### config.mk
export PLATFORM = sky130hd
export DESIGN_NAME = irqsel_top
export DESIGN_NICKNAME = d
export VERILOG_FILES = /design/src/rtl/irqsel_pkg.sv /design/src/rtl/irqsel_gate.sv /design/src/rtl/irqsel_ctz.sv /design/src/rtl/irqsel_top.sv
export SDC_FILE = /design/constraint.sdc
export NUM_CORES = 1
export LEC_CHECK = 0
export ABC_AREA = 1
export CAP_MARGIN = 20
export CORE_ASPECT_RATIO = 2
export CORE_MARGIN = 2
export CORE_UTILIZATION = 25
export DETAILED_ROUTE_END_ITERATION = 12
export GPL_ROUTABILITY_DRIVEN = 0
export PLACE_DENSITY_LB_ADDON = 0.08
export SYNTH_ARGS = -nofsm -noshare
export SYNTH_HDL_FRONTEND = slang
export SYNTH_HIERARCHICAL = 1
export SYNTH_SLANG_ARGS = --single-unit
### constraint.sdc
create_clock -name clk -period 2.15 [get_ports clk]
set_input_delay 0.43 -clock clk [delete_from_list [all_inputs] [get_ports clk]]
set_output_delay 0.43 -clock clk [all_outputs]
set_load 0.01 [all_outputs]
### src/rtl/irqsel_pkg.sv
package irqsel_pkg;
    typedef enum logic [1:0] {
        PRIV_U   = 2'd0,
        PRIV_S   = 2'd1,
        PRIV_RSV = 2'd2,
        PRIV_M   = 2'd3
    } priv_t;

    typedef enum logic {
        SEL_NONE = 1'b0,
        SEL_HELD = 1'b1
    } sel_state_t;
endpackage

### src/rtl/irqsel_gate.sv
module irqsel_gate
    import irqsel_pkg::*;
#(
    parameter int          N       = 16,
    parameter logic [N-1:0] VS_MASK = 16'h0444
) (
    input  logic [N-1:0] pend,
    input  logic [N-1:0] en,
    input  logic [N-1:0] deleg,
    input  priv_t        priv,
    input  logic         mie,
    input  logic         sie,
    output logic [N-1:0] cand
);
    logic [N-1:0] raw;
    logic         gate_m;
    logic         gate_s;

    assign raw = pend & en & ~VS_MASK;

    always_comb begin
        gate_m = (priv != PRIV_M) || mie;
        gate_s = (priv == PRIV_U) || ((priv == PRIV_S) && sie);
    end

    assign cand = (raw & ~deleg & {N{gate_m}}) | (raw & deleg & {N{gate_s}});
endmodule

### src/rtl/irqsel_ctz.sv
module irqsel_ctz #(
    parameter int N = 16,
    localparam int W = (N > 1) ? $clog2(N) : 1
) (
    input  logic [N-1:0] vec,
    output logic         found,
    output logic [W-1:0] idx
);
    logic [N:0]   seen;
    logic [N-1:0] first;

    assign seen[0] = 1'b0;

    for (genvar i = 0; i < N; i++) begin : g_chain
        assign seen[i+1] = seen[i] | vec[i];
        assign first[i]  = vec[i] & ~seen[i];
    end

    assign found = seen[N];

    always_comb begin
        idx = '0;
        for (int i = 0; i < N; i++) begin
            if (first[i]) idx = idx | W'(i);
        end
    end
endmodule

### src/rtl/irqsel_top.sv
module irqsel_top
    import irqsel_pkg::*;
#(
    parameter int           N       = 16,
    parameter logic [N-1:0] VS_MASK = 16'h0444,
    localparam int          W       = (N > 1) ? $clog2(N) : 1
) (
    input  logic         clk,
    input  logic         rst_n,
    input  logic [N-1:0] irq_pend,
    input  logic [N-1:0] irq_en,
    input  logic [N-1:0] irq_deleg,
    input  logic [1:0]   cur_priv,
    input  logic         glb_mie,
    input  logic         glb_sie,
    output logic         irq_valid,
    output logic [W-1:0] irq_num
);
    logic [N-1:0] cand;
    logic         found;
    logic [W-1:0] pick;
    sel_state_t   state_q, state_d;
    logic [W-1:0] num_q, num_d;

    irqsel_gate #(.N(N), .VS_MASK(VS_MASK)) u_gate (
        .pend  (irq_pend),
        .en    (irq_en),
        .deleg (irq_deleg),
        .priv  (priv_t'(cur_priv)),
        .mie   (glb_mie),
        .sie   (glb_sie),
        .cand  (cand)
    );

    irqsel_ctz #(.N(N)) u_ctz (
        .vec   (cand),
        .found (found),
        .idx   (pick)
    );

    always_comb begin
        state_d = state_q;
        num_d   = '0;
        unique case (state_q)
            SEL_NONE: if (found) state_d = SEL_HELD;
            SEL_HELD: if (!found) state_d = SEL_NONE;
            default:  state_d = SEL_NONE;
        endcase
        if (found) num_d = pick;
    end

    always_ff @(posedge clk) begin
        if (!rst_n) begin
            state_q <= SEL_NONE;
            num_q   <= '0;
        end else begin
            state_q <= state_d;
            num_q   <= num_d;
        end
    end

    always_comb begin
        irq_valid = (state_q == SEL_HELD);
        irq_num   = num_q;
    end
endmodule

Word level (Yosys, flattened, before mapping)
Index checks and enable logic that the tools add are counted.
{"block": "totals", "reg_bits": 5, "input_bits": 54, "elab_cells": 77}
{"block": "classes", "eq_ne": 2, "mux": 16, "bitwise_logic": 52, "reduce_logical": 5}
{"operator": "16-bit AND", "count": 5}
{"operator": "4-bit 2-to-1 mux", "count": 8}
{"operator": "16-bit NOT", "count": 1}
{"operator": "16-bit bitwise OR", "count": 1}
{"operator": "1-bit AND", "count": 15}
{"operator": "1-bit NOT", "count": 15}
{"operator": "1-bit bitwise OR", "count": 15}
{"operator": "3-bit 2-to-1 mux", "count": 4}
{"operator": "2-bit 2-to-1 mux", "count": 2}
{"operator": "2-bit by 1-bit equality test with 1-bit output, second input constant", "count": 1}
{"operator": "2-bit logical NOT", "count": 1}
{"operator": "1-bit logical OR", "count": 2}
{"operator": "1-bit 2-to-1 mux", "count": 2}
{"operator": "2-bit inequality test, second input constant", "count": 1}
{"operator": "2-bit AND reduction", "count": 1}
{"operator": "1-bit logical AND", "count": 1}

Depth between registers and ports, before layout
{"block": "depth", "ltp_word": 22, "depth_mapped": 15, "depth_no_buf": 14}

Hierarchy
Netlist, hierarchy kept.
{"mod": "irqsel_gate", "instances": 1, "cells_each": 77, "area_each_um2": 394.1, "seq_area_each_um2": 0.0}
{"mod": "irqsel_ctz", "instances": 1, "cells_each": 61, "area_each_um2": 287.8, "seq_area_each_um2": 0.0}
{"mod": "irqsel_top", "instances": 1, "cells_each": 15, "area_each_um2": 140.1, "seq_area_each_um2": 100.1}

Least setup slack after synthesis
No wires, ideal clock.
{"block": "synth_timing", "path_type": "input to register", "from": "in glb_mie", "to": "reg num_q[2] (netlist: irq_num[2])", "arrival_ns": 1.675, "t_required_ns": 2.086, "path_slack_ns": 0.411, "stages": 14, "path_cell_list": "inv_1 nand3_2 buf_6 nand2_1 o21ai_2 nor2_2 nand2_2 nor2_4 nand3_4 nor2_4 nand2_2 nand3_1 inv_1 nor2_1"}
{"element": "from (decl)", "line_no": "irqsel_top.sv:14", "rtl": "input logic glb_mie,"}
{"element": "1-bit logical OR *", "line_no": "irqsel_gate.sv:22", "rtl": "gate_m = (priv != PRIV_M) || mie;"}
{"element": "16-bit AND *", "line_no": "irqsel_gate.sv:26", "rtl": "assign cand = (raw & ~deleg & {N{gate_m}}) | (raw & deleg & {N{gate_s}});"}
{"element": "16-bit bitwise OR *", "line_no": "irqsel_gate.sv:26"}
{"element": "net cand[3]", "line_no": "irqsel_top.sv:19", "rtl": "logic [N-1:0] cand;"}
{"element": "1-bit bitwise OR *", "line_no": "irqsel_ctz.sv:15", "rtl": "assign seen[i+1] = seen[i] | vec[i];"}
{"element": "1-bit NOT or 1-bit bitwise OR (tied branches)", "line_no": "irqsel_ctz.sv:16, irqsel_ctz.sv:15"}
{"element": "1-bit AND (tied with other cells)", "line_no": "irqsel_ctz.sv:16", "rtl": "assign first[i] = vec[i] & ~seen[i];"}
{"element": "3-bit 2-to-1 mux (tied with other cells) (3 in a row)", "line_no": "irqsel_ctz.sv:24", "rtl": "if (first[i]) idx = idx | W'(i);"}
{"element": "3-bit 2-to-1 mux or 1-bit bitwise OR (tied branches)", "line_no": "irqsel_ctz.sv:24, irqsel_ctz.sv:15"}
{"element": "4-bit 2-to-1 mux or 1-bit bitwise OR (tied branches) (2 in a row)", "line_no": "irqsel_ctz.sv:24, irqsel_ctz.sv:15"}
{"element": "4-bit 2-to-1 mux (tied with other cells) (4 in a row)", "line_no": "irqsel_ctz.sv:24"}
{"element": "4-bit 2-to-1 mux or 1-bit AND (tied branches)", "line_no": "irqsel_ctz.sv:24, irqsel_ctz.sv:16"}
{"element": "4-bit 2-to-1 mux *", "line_no": "irqsel_ctz.sv:24"}
{"element": "net pick[2]", "line_no": "irqsel_top.sv:21", "rtl": "logic [W-1:0] pick;"}
{"element": "to (signal assigned)", "line_no": "irqsel_top.sv:58", "rtl": "num_q <= num_d;"}
{"element": "to (decl)", "line_no": "irqsel_top.sv:23", "rtl": "logic [W-1:0] num_q, num_d;"}
Mark *: on every way through the listed nets, which the timed path passes. The rest lies on a longest branch.
A chain may end at the register's enable or synchronous reset.

Final worst setup path
{"block": "layout_timing", "from": "in cur_priv[0]", "to": "reg num_q[0] (netlist: irq_num[0])"}
{"element": "from (decl)", "line_no": "irqsel_top.sv:13", "rtl": "input logic [1:0] cur_priv,"}
{"element": "2-bit by 1-bit equality test with 1-bit output", "line_no": "irqsel_gate.sv:23", "rtl": "gate_s = (priv == PRIV_U) || ((priv == PRIV_S) && sie);"}
{"element": "1-bit logical AND", "line_no": "irqsel_gate.sv:23"}
{"element": "1-bit logical OR", "line_no": "irqsel_gate.sv:23"}
{"element": "16-bit AND", "line_no": "irqsel_gate.sv:26"}
{"element": "16-bit bitwise OR *", "line_no": "irqsel_gate.sv:26"}
{"element": "net cand[3]", "line_no": "irqsel_top.sv:19"}
{"element": "1-bit bitwise OR (2 in a row)", "line_no": "irqsel_ctz.sv:15"}
{"element": "1-bit NOT or 1-bit bitwise OR (tied branches)", "line_no": "irqsel_ctz.sv:16, irqsel_ctz.sv:15"}
{"element": "1-bit AND or 1-bit bitwise OR (tied branches)", "line_no": "irqsel_ctz.sv:16, irqsel_ctz.sv:15"}
{"element": "3-bit 2-to-1 mux (tied with other cells) (3 in a row)", "line_no": "irqsel_ctz.sv:24"}
{"element": "4-bit 2-to-1 mux (tied with other cells) (5 in a row)", "line_no": "irqsel_ctz.sv:24"}
{"element": "4-bit 2-to-1 mux or 1-bit NOT (tied branches)", "line_no": "irqsel_ctz.sv:24, irqsel_ctz.sv:16"}
{"element": "4-bit 2-to-1 mux or 1-bit AND (tied branches)", "line_no": "irqsel_ctz.sv:24, irqsel_ctz.sv:16"}
{"element": "4-bit 2-to-1 mux *", "line_no": "irqsel_ctz.sv:24"}
{"element": "net pick[0]", "line_no": "irqsel_top.sv:21"}
Marks and branches as above.

==> results.json <==
{
  "path_class": "in -> reg",
  "end_kind": "register",
  "fin_crit_sh_pct": 94.1,
  "yosys_warnings": 6,
  "cap_viol_max_count": 0,
  "hold_viol": 0,
  "firstDrtPassIters": 3,
  "crit_arrival_ns": 2.17,
  "synth_cell_types": 17,
  "clk_path_buf_depth": 2,
  "synth.largest_area_cell": "nand2_1",
  "hold_path_class": "in -> reg",
  "min_period_ns": 2.02,
  "cts_tree": "built",
  "globalRouteOverflowTotal": 0,
  "post-dp-hpwl_um": 1900,
  "drive_gt1_share_pct": 25.8,
  "row_count": 29,
  "cts.sinks": 5,
  "ant_nets": 0,
  "n_antenna_cell": 0,
  "die_area_mm2": 0.00379,
  "grt-busiest-layer": "met2",
  "num_vias": 1147,
  "critPathLaunchType": "primary input",
  "dieHeight_um": 85.1,
  "track_usage_pct": 11.6,
  "use_met1_pct": 9.04,
  "drc": 0,
  "final_nets": 276,
  "io_pins": 59,
  "min_path_cells": 3,
  "wl_um": 2460,
  "syn-instance-count": 153,
  "grt_pass1_vias": 1019,
  "ys_seq_area_share_pct": 12.2,
  "fin_setup_tns_ns": 0,
  "grt_first_pass_wirelength_um": 3460,
  "p_per_area_mw_per_mm2": 341,
  "vdd_drop_max_uv": 215,
  "cts_made_buffers": 3,
  "met2_usage_pct": 25.0,
  "min_from": "rst_n",
  "final_common_cell": "clkdlybuf4s50_1",
  "avgViaCountPerCell": 4.55,
  "htreeDepth": 1,
  "synth-seq-cells": 5,
  "crit_fanout": 6,
  "grt_max_degree": 13,
  "synth_area_per_cell_um2": 5.37,
  "cts.clk_slew.worst_paths_ns": 0.03,
  "syn_area_um2": 822,
  "min_to": "irq_num[1]$_SDFF_PN0_",
  "mostFrequentLayoutCells": "45 x clkdlybuf4s50_1, 30 x nand2_1, 26 x nor2_1",
  "synthTopCellsByArea": "nand2_1 19%, nand3_1 14%, nor2_1 13%",
  "syn_to_final_growth_pct": 93.8,
  "setup_viol": 0,
  "gr-usage-met3_pct": 0.638,
  "power_leakage_nw": 0.740,
  "critPathRequiredTime_ns": 2.30,
  "root_buffer": "clkbuf_8",
  "die_w_um": 44.5,
  "hold_ws_ns": 0.822,
  "yosys.area.top_type_share_pct": 18.7,
  "core_area_mm2": 0.00316,
  "drt_iter0_drc": 4,
  "initial_core_util_pct": 26.0,
  "status": "finished clean",
  "antenna_found_initial": 0,
  "drv_slew": 0,
  "fill_cells": 344,
  "io_buffers": 49,
  "wl_per_cell_um": 9.75,
  "timing.fmax_mhz": 494
}
cells in the mapped netlist, drive strengths merged:
cell    count
inv        23
nand2      45
nor2       32
nor3        1
dfxtp       5
o21bai      1
conb        1
nand3      25
buf         5
o21ai      15
kinds of logic (layout without fill, tap and decap cells):
group,count (synthesis),count (layout),synth area share (%)
and+or+nand+nor,103,104,56.8
buffers and inverters,28,93,16.0
AOI/OAI and AO/OA,16,16,14.6
DFF,5,5,12.2
other,1,3,0.456
per-layer routing:
layer	wire, µm	vias to the layer above	part of all wire, %
li1	-	610	-
met1	806	508	33
met2	1540	27	63
met3	100	2	4.1
met4	13	0	0.53
met5	0	-	0
where the power goes:
part,internal (mW),switching (mW),leakage (nW)
logic,0.151,0.120,0.676
clock network,0.127,0.0442,0.0228
registers,0.100,0.00138,0.0413
total,0.378,0.165,0.740
registers in the layout, summed over array words and instances, names as in the netlist:
name / flops
irq_num: 4
irq_valid: 1
repair_timing:
action                                  in CTS  in global routing
pin swaps                                    2                 17
cloned                                       0                  1
endpoints found under the setup margin       5                  5
buffers inserted                             0                  4
hold buffers                                 0                  0
resized for setup                            4                 24
how the worst max path moves through the flow:
stage / cells past startpoint / start / endpoint
5_1_grt: 15 / cur_priv[0] / irq_num[0]$_SDFF_PN0_
6_report: 14 / cur_priv[0] / irq_num[0]$_SDFF_PN0_
2_1_floorplan: 14 / glb_mie / irq_num[2]$_SDFF_PN0_
4_1_cts: 14 / cur_priv[1] / irq_num[0]$_SDFF_PN0_
3_3_place_gp: 13 / cur_priv[1] / irq_num[2]$_SDFF_PN0_
3_5_place_dp: 13 / cur_priv[1] / irq_num[0]$_SDFF_PN0_
final cells by class:
type                    instances  area [µm²]  share of cell area, %
inverters                      23        86.3                   5.42
repair buffers                 66         641                   40.2
clock buffers                   4        45.0                   2.83
multi-input cells             123         682                   42.8
well taps                      31        38.8                   2.44
flip-flops and latches          5         100                   6.28
through the flow:
stage                     area (µm²)  instances  total power, mW  setup slack, ns  utilization (%)
after global routing            1590        252            0.580          -0.0392             50.5
after floorplan                  830        155            0.211            0.411                -
after global placement          1420        243            0.341           -0.288             45.1
final                           1590        252            0.543            0.126             50.5
after detailed placement        1420        243            0.348           -0.333             45.1
after CTS                       1480        247            0.526          0.00396             46.9
worst max-delay path, cell delays in order:
cell and delay (ns):
dlygate4sd2_1 0.38, nand2_2 0.11, nand2_4 0.11, buf_12 0.13
o21ai_2 0.07, nor2_2 0.11, nand2_2 0.09, nor2_4 0.20
nand3_4 0.11, nor2_4 0.15, nand2_4 0.08, nand2_2 0.07
inv_1 0.04, nor2_1 0.10
Note: power is estimated with default switching activity, not from simulation.
